[config.mk]
export PLATFORM = sky130hd
export DESIGN_NAME = guard_timer
export DESIGN_NICKNAME = d
export VERILOG_FILES = /design/src/rtl/guard_timer.sv
export SDC_FILE = /design/constraint.sdc
export NUM_CORES = 1
export LEC_CHECK = 0
export ABC_AREA = 1
export CORE_MARGIN = 4
export CORE_UTILIZATION = 52
export DETAILED_ROUTE_END_ITERATION = 10
export PLACE_DENSITY = 0.77
export SLEW_MARGIN = 40
export SYNTH_ARGS = -nofsm -noshare
export SYNTH_HDL_FRONTEND = slang
export SYNTH_SLANG_ARGS = --single-unit
[constraint.sdc]
create_clock -name clk -period 4.19 [get_ports clk]
set_input_delay 1.0475 -clock clk [delete_from_list [all_inputs] [get_ports clk]]
set_output_delay 1.0475 -clock clk [all_outputs]
set_load 0.01 [all_outputs]
[src/rtl/guard_timer.sv]
module guard_timer #(
  parameter int CW    = 16,
  parameter int PW    = 8,
  parameter int PULSE = 128
) (
  input  logic          clk,
  input  logic          rst_n,
  input  logic          bus_wr,
  input  logic [1:0]    bus_addr,
  input  logic [15:0]   bus_wdata,
  output logic [15:0]   bus_rdata,
  input  logic          dbg_halt,
  output logic          irq,
  output logic          sys_rst
);
  localparam int DIVW = 7;
  localparam int PLW  = $clog2(PULSE + 1);
  localparam logic [CW-1:0] RELOAD_INIT = CW'(1) << (CW - 1);

  logic [PW-1:0]   psc;
  logic            run, int_en, rst_en;
  logic [1:0]      dsel;
  logic [CW-1:0]   reload, cnt;
  logic [PW-1:0]   pre_cnt;
  logic [DIVW-1:0] div_cnt;
  logic            flag;
  logic [PLW-1:0]  pls;

  logic wr_ctrl, wr_data, kick, wr_clr;
  assign wr_ctrl = bus_wr && bus_addr == 2'd0;
  assign wr_data = bus_wr && bus_addr == 2'd1;
  assign kick    = bus_wr && bus_addr == 2'd2;
  assign wr_clr  = bus_wr && bus_addr == 2'd3;

  logic [DIVW-1:0] div_top;
  logic pre_wrap, tick, timeout;
  assign div_top  = DIVW'((16 << dsel) - 1);
  assign pre_wrap = pre_cnt == psc;
  assign tick     = run && pre_wrap && div_cnt == div_top;
  assign timeout  = tick && !kick && cnt <= CW'(1);

  always_ff @(posedge clk or negedge rst_n)
    if (!rst_n) begin
      psc <= '0; run <= 1'b0; dsel <= '0; int_en <= 1'b0; rst_en <= 1'b0;
    end else if (wr_ctrl) begin
      psc    <= bus_wdata[8 +: PW];
      run    <= bus_wdata[5];
      dsel   <= bus_wdata[4:3];
      int_en <= bus_wdata[2];
      rst_en <= bus_wdata[0];
    end

  always_ff @(posedge clk or negedge rst_n)
    if (!rst_n)       reload <= RELOAD_INIT;
    else if (wr_data) reload <= bus_wdata[CW-1:0];

  always_ff @(posedge clk or negedge rst_n)
    if (!rst_n) begin
      pre_cnt <= '0;
      div_cnt <= '0;
    end else if (kick) begin
      pre_cnt <= '0;
      div_cnt <= '0;
    end else if (run) begin
      if (pre_wrap) begin
        pre_cnt <= '0;
        div_cnt <= (div_cnt == div_top) ? '0 : div_cnt + 1'b1;
      end else begin
        pre_cnt <= pre_cnt + 1'b1;
      end
    end

  always_ff @(posedge clk or negedge rst_n)
    if (!rst_n)       cnt <= RELOAD_INIT;
    else if (kick)    cnt <= bus_wdata[CW-1:0];
    else if (timeout) cnt <= reload;
    else if (tick)    cnt <= cnt - 1'b1;

  always_ff @(posedge clk or negedge rst_n)
    if (!rst_n)       flag <= 1'b0;
    else if (timeout) flag <= 1'b1;
    else if (wr_clr)  flag <= 1'b0;

  always_ff @(posedge clk or negedge rst_n)
    if (!rst_n)                               pls <= '0;
    else if (pls != '0)                       pls <= pls - 1'b1;
    else if (timeout && rst_en && !dbg_halt)  pls <= PLW'(PULSE);

  assign sys_rst = pls != '0;
  assign irq     = flag && int_en;

  always_comb
    case (bus_addr)
      2'd0:    bus_rdata = {psc, 2'b00, run, dsel, int_en, 1'b0, rst_en};
      2'd1:    bus_rdata = 16'(reload);
      2'd2:    bus_rdata = 16'(cnt);
      default: bus_rdata = {15'd0, flag};
    endcase

  logic [PLW:0] run_len;
  always_ff @(posedge clk or negedge rst_n)
    if (!rst_n)       run_len <= '0;
    else if (sys_rst) run_len <= run_len + 1'b1;
    else              run_len <= '0;

  a_r8_pulse_bounded: assert property (@(posedge clk) disable iff (!rst_n)
    run_len <= (PLW+1)'(PULSE));
  a_r8_pulse_full: assert property (@(posedge clk) disable iff (!rst_n)
    (sys_rst && run_len < (PLW+1)'(PULSE - 1)) |=> sys_rst);
  a_r9_no_reset_in_debug: assert property (@(posedge clk) disable iff (!rst_n)
    $rose(sys_rst) |-> !$past(dbg_halt));
  a_r6_frozen: assert property (@(posedge clk) disable iff (!rst_n)
    (!run && !kick) |=> $stable(cnt));
  a_r7_sticky: assert property (@(posedge clk) disable iff (!rst_n)
    (flag && !wr_clr) |=> flag);
  a_r7_clear: assert property (@(posedge clk) disable iff (!rst_n)
    (wr_clr && !timeout) |=> !flag);
endmodule

======== Yosys cells after proc, flatten, opt, wreduce, memory -nomap -nowiden ========
Cells that the tools add are included.
word-level totals
  register bits ........................... 69
  input bits .............................. 22
  output and inout bits ................... 18
  logic and storage cells ................. 59
cells by class
  add/sub/neg operators ................... 5
  magnitude comparators ................... 1
  eq/ne operators ......................... 5
  shift-type cells ........................ 1
  mux-type cells .......................... 15
  reductions and logical operators ........ 21
operator list
  kind                                                                    number
  16-bit 2-to-1 mux                                                       3
  16-bit case mux with 3 select lines                                     1
  8-bit 2-to-1 mux                                                        5
  7-bit 2-to-1 mux                                                        4
  16-bit by 1-bit <= comparator with 1-bit output, second input constant  1
  16-bit by 1-bit subtractor with 16-bit output, second input constant    1
  1-bit logical AND                                                       11
  8-bit by 1-bit adder with 8-bit output, second input constant           1
  8-bit == test                                                           1
  2-bit nonzero test                                                      4
  8-bit nonzero test                                                      1
  8-bit by 1-bit subtractor with 8-bit output, second input constant      1
  7-bit by 1-bit adder with 7-bit output, second input constant           1
  7-bit == test                                                           1
  5-bit by 2-bit << shifter with 7-bit output, first input constant       1
  7-bit by 2-bit subtractor with 7-bit output, second input constant      1
  2-bit == test, second input constant                                    2
  3-bit nonzero test                                                      1
  2-bit by 1-bit == test with 1-bit output, second input constant         1
  1-bit zero test                                                         2
  2-bit zero test                                                         1
  1-bit 2-to-1 mux                                                        2
  2-bit AND reduction                                                     1

======== Longest topological paths before layout ========
  depth in word-level cells ............... 10
  gate-level depth with buffers ........... 11
  mapped depth without buffers ............ 11

======== Worst setup path before layout ========
OpenSTA, ideal clock, no wires.
  path type ............................... input to output
  start ................................... in bus_addr[0]
  end ..................................... out bus_rdata[11]
  arrival time ............................ 1.808 ns
  data required time ...................... 3.143 ns
  setup slack ............................. 1.335 ns
  stages .................................. 5
  path buffers ............................ 1
  cell sequence ........................... inv_1 -> nor2_2 -> inv_1 -> clkbuf_1 -> o221ai_1
on the way
  cells in the longest elaborated chain, start to end .. 2
  elaborated cells on any way between the ends .. 4
  classes of those cells .................. 2 x eq/ne; 1 x mux; 1 x reduce/logical
RTL lines
  what                                         line  source
  start: declaration                           9     input logic [1:0] bus_addr,
  2-bit == test, or another cell as far along  93    case (bus_addr)
  16-bit case mux with 3 select lines *        93
  end: declaration                             11    output logic [15:0] bus_rdata,
Every way passes the cells marked *; elsewhere a longest branch is shown, timed or not.

======== Worst setup path after layout ========
  start ................................... in bus_addr[1]
  end ..................................... out bus_rdata[0]
Same word-level chain as after synthesis.

==> impl_metrics.tcl <==
set metrics [dict create \
    place.port_buffers 39 \
    layout.core_utilization_pct 62.36 \
    fmaxAchievable_mhz 255.5 \
    ir_drop_mv 0.1902 \
    groute.usage.overall_pct 22.28 \
    ys_top_cells_by_area "dfrtp_1 40%, nand2_1 14%, inv_1 7.3%, nand3_1 6.9%, nor2_1 4.4%" \
    vert_die_dim_um 98.18 \
    p_leak_nw 2.335 \
    dpl_worst_slack_ps 262.9 \
    power.density_cell_area_nw_per_um2 378.8 \
    status "finished clean" \
    timing.final.crit_period_ps 3914 \
    synth_seq_area_share_pct 40.89 \
    design.final.nets 641 \
    floorplan.initialDensity_pct 54.17 \
    routed-via-count 3904 \
    floorplan.rows 32 \
    cts.root.buffer_cell "clkbuf_8" \
    grt_max_degree 37 \
    yosys.cell_types.count 37 \
    die_width_um 98.18 \
    synthFlopType "dfrtp_1" \
    final-max-slew-violation-count 0 \
    h-tree-depth 3 \
    grt_antenna_before_repair 0 \
    yosysTopAreaCellShare_pct 39.64 \
    setup_viol 0 \
    worstMarginPinSlew_ps 782.4 \
    syn-instance-count 576 \
    clock_path_buffers 2 \
    route.final.wire_length_mm 10.40 \
    worst_setup_path_end_kind "output port" \
    yosysWarningCount 0 \
    criticalPathCategory "primary input to output port" \
    min-delay-path-class "register to register" \
    hpwl_dp_mm 7.510 \
    grt_pass1_wl_mm 17.64 \
    drcViolationCount 0 \
    synth_edf_count 0 \
    final_min_period_over_clock_period_pct 93.40 \
    numClockSinks 69 \
    final_critical_path_setup_slack_ps 276.4 \
    tns_ps 0 \
    crit_path_start_kind "primary input" \
    critical_path.max_fanout 11 \
    postRouteAntennaNets 0 \
    avgSynthCellArea_um2 7.342 \
    yosys.area.top_type "dfrtp_1" \
    worstSkewPairLatency_ps 340 \
    fin_total_pwr_mw 1.844 \
    cts_tree "built" \
    post-cts-setup-buffers 0 \
    async_sr_flop_fraction_pct 100.0 \
    globalplace.congestion 0.9363 \
    finClkSkew_ps 8.475 \
    die_area_um2 9639 \
    post_route_cells_drive_above_1_share_pct 7.270 \
    mappedNetlistNets 603 \
    worst-endpoint-arrival_ps 2870 \
    coreArea_um2 7807 \
    max_cap_viol_count 0 \
    route.detailed.vias_per_inst 5.415 \
    cts_hold_buffers 0 \
    hold_viol_final 0 \
    area_growth_pct 15.12 \
    detail_route.first_pass.iterations 5 \
    gr-total-overflow 0 \
    number_of_antenna_repair_diodes 0 \
    required_ps 3140 \
    detail_route.iter0.violations 249 \
    grt_setup_unrepaired "no" \
    cts_inserted_buffers 9 \
    synthesis_stage_register_bit_count 69 \
    grt_pass1_vias 3762 \
    cts_repair_resize_count 0 \
    max_slew_margin_pct 47.71 \
    routed_wire_length_per_instance_um 14.42 \
    netlist_area_um2 4229 \
    clkTransAtPathRegs_ps 70 \
    ioPinCount 40 \
]
routing by layer:
metal  part of all wire [%]  GRT usage (%)  wire [um]  vias up
li1                       -              -          -     1931
met1                     45          29.50       4665     1849
met2                     48          36.81       4967      106
met3                    5.3          4.357        554       18
met4                    2.0          7.353        210        0
met5                      0              0          0        -
critical path: stages:
cell,delay [ps]
clkdlybuf4s50_1,600
nor2_2,80
inv_1,340
o22ai_1,130
a21oi_1,140
nand2_1,60
clkdlybuf4s50_1,480
report_power, final:
| group | total [mW] | switching [mW] | leakage [nW] | internal, mW |
|---|---|---|---|---|
| clock network | 0.502 | 0.257 | 0.0921 | 0.245 |
| logic | 0.475 | 0.278 | 1.37 | 0.197 |
| registers | 0.867 | 0.108 | 0.868 | 0.759 |
| total | 1.84 | 0.643 | 2.34 | 1.20 |
cell usage after synthesis, drive strengths merged (7+ instances only):
master / number
nand2: 162
inv: 85
dfrtp: 67
nand3: 62
nor2: 57
o21ai: 38
xor2: 19
o211ai: 16
a21oi: 11
buf: 8
clkbuf: 8
o22ai: 8
o221ai: 7
flip-flops by register name, summed over array words and instances, names as in the netlist:
name,count
psc,8
rst_en,1
flag,1
int_en,1
pre_cnt,8
pls,8
reload,16
dsel,2
run,1
div_cnt,7
cnt,16
cells by family after synthesis:
group / Yosys count / synth area share [%]
simple gates: 297 / 31.78
fa+ha+maj: 5 / 1.479
xor+xnor: 21 / 4.349
buf+inv: 102 / 9.704
compound gates: 82 / 11.80
flops: 69 / 40.89
final timing paths:
path	start	endpoint	slack, ps	cells after the start
worst max-delay path	bus_addr[1]	bus_rdata[0]	280	7
min in group asynchronous	rst_n	int_en$_DFFE_PN0P_	650	1
max in group asynchronous	rst_n	psc[4]$_DFFE_PN0P_	2880	2
worst min register to register	reload[8]$_DFFE_PN0P_	reload[8]$_DFFE_PN0P_	490	2
worst min-delay path	reload[8]$_DFFE_PN0P_	reload[8]$_DFFE_PN0P_	490	2
worst max register to register	cnt[0]$_DFFE_PN0P_	pls[1]$_DFFE_PN0P_	2090	9
final cells by class:
type,instances,area [um^2]
multi-input combinational,405,2092
inverter,86,324.1
fill,726,2939
sequential,69,1729
clock buffer,12,155.1
tap,102,127.6
timing repair buffer,43,417.9
clock inverter,4,22.52
through the flow:
stage	hold slack (ps)	cell area [um^2]	std cells
final	486.6	4868	721
after global routing	509.3	4868	721
after CTS	490.8	4866	721
after detailed placement	472.9	4688	705
after global placement	468.2	4686	705
after floorplan	453.0	4229	576
cell usage in the layout, fill, tap and decap left out, types with 3 or more instances in the layout:
master / n
nand2_1: 158
o21ai_0: 37
buf_4: 5
clkdlybuf4s50_1: 38
ha_1: 5
clkinv_2: 4
inv_2: 3
nand3_1: 58
o221ai_1: 7
nor2_1: 50
clkbuf_8: 11
o211ai_1: 16
nor2_2: 5
nand4_1: 4
inv_1: 82
nand3_4: 3
nand2_2: 3
xor2_1: 19
o22ai_1: 8
dfrtp_1: 67
nor3_1: 6
a21oi_1: 10
Power figures use the tool's default switching activity.
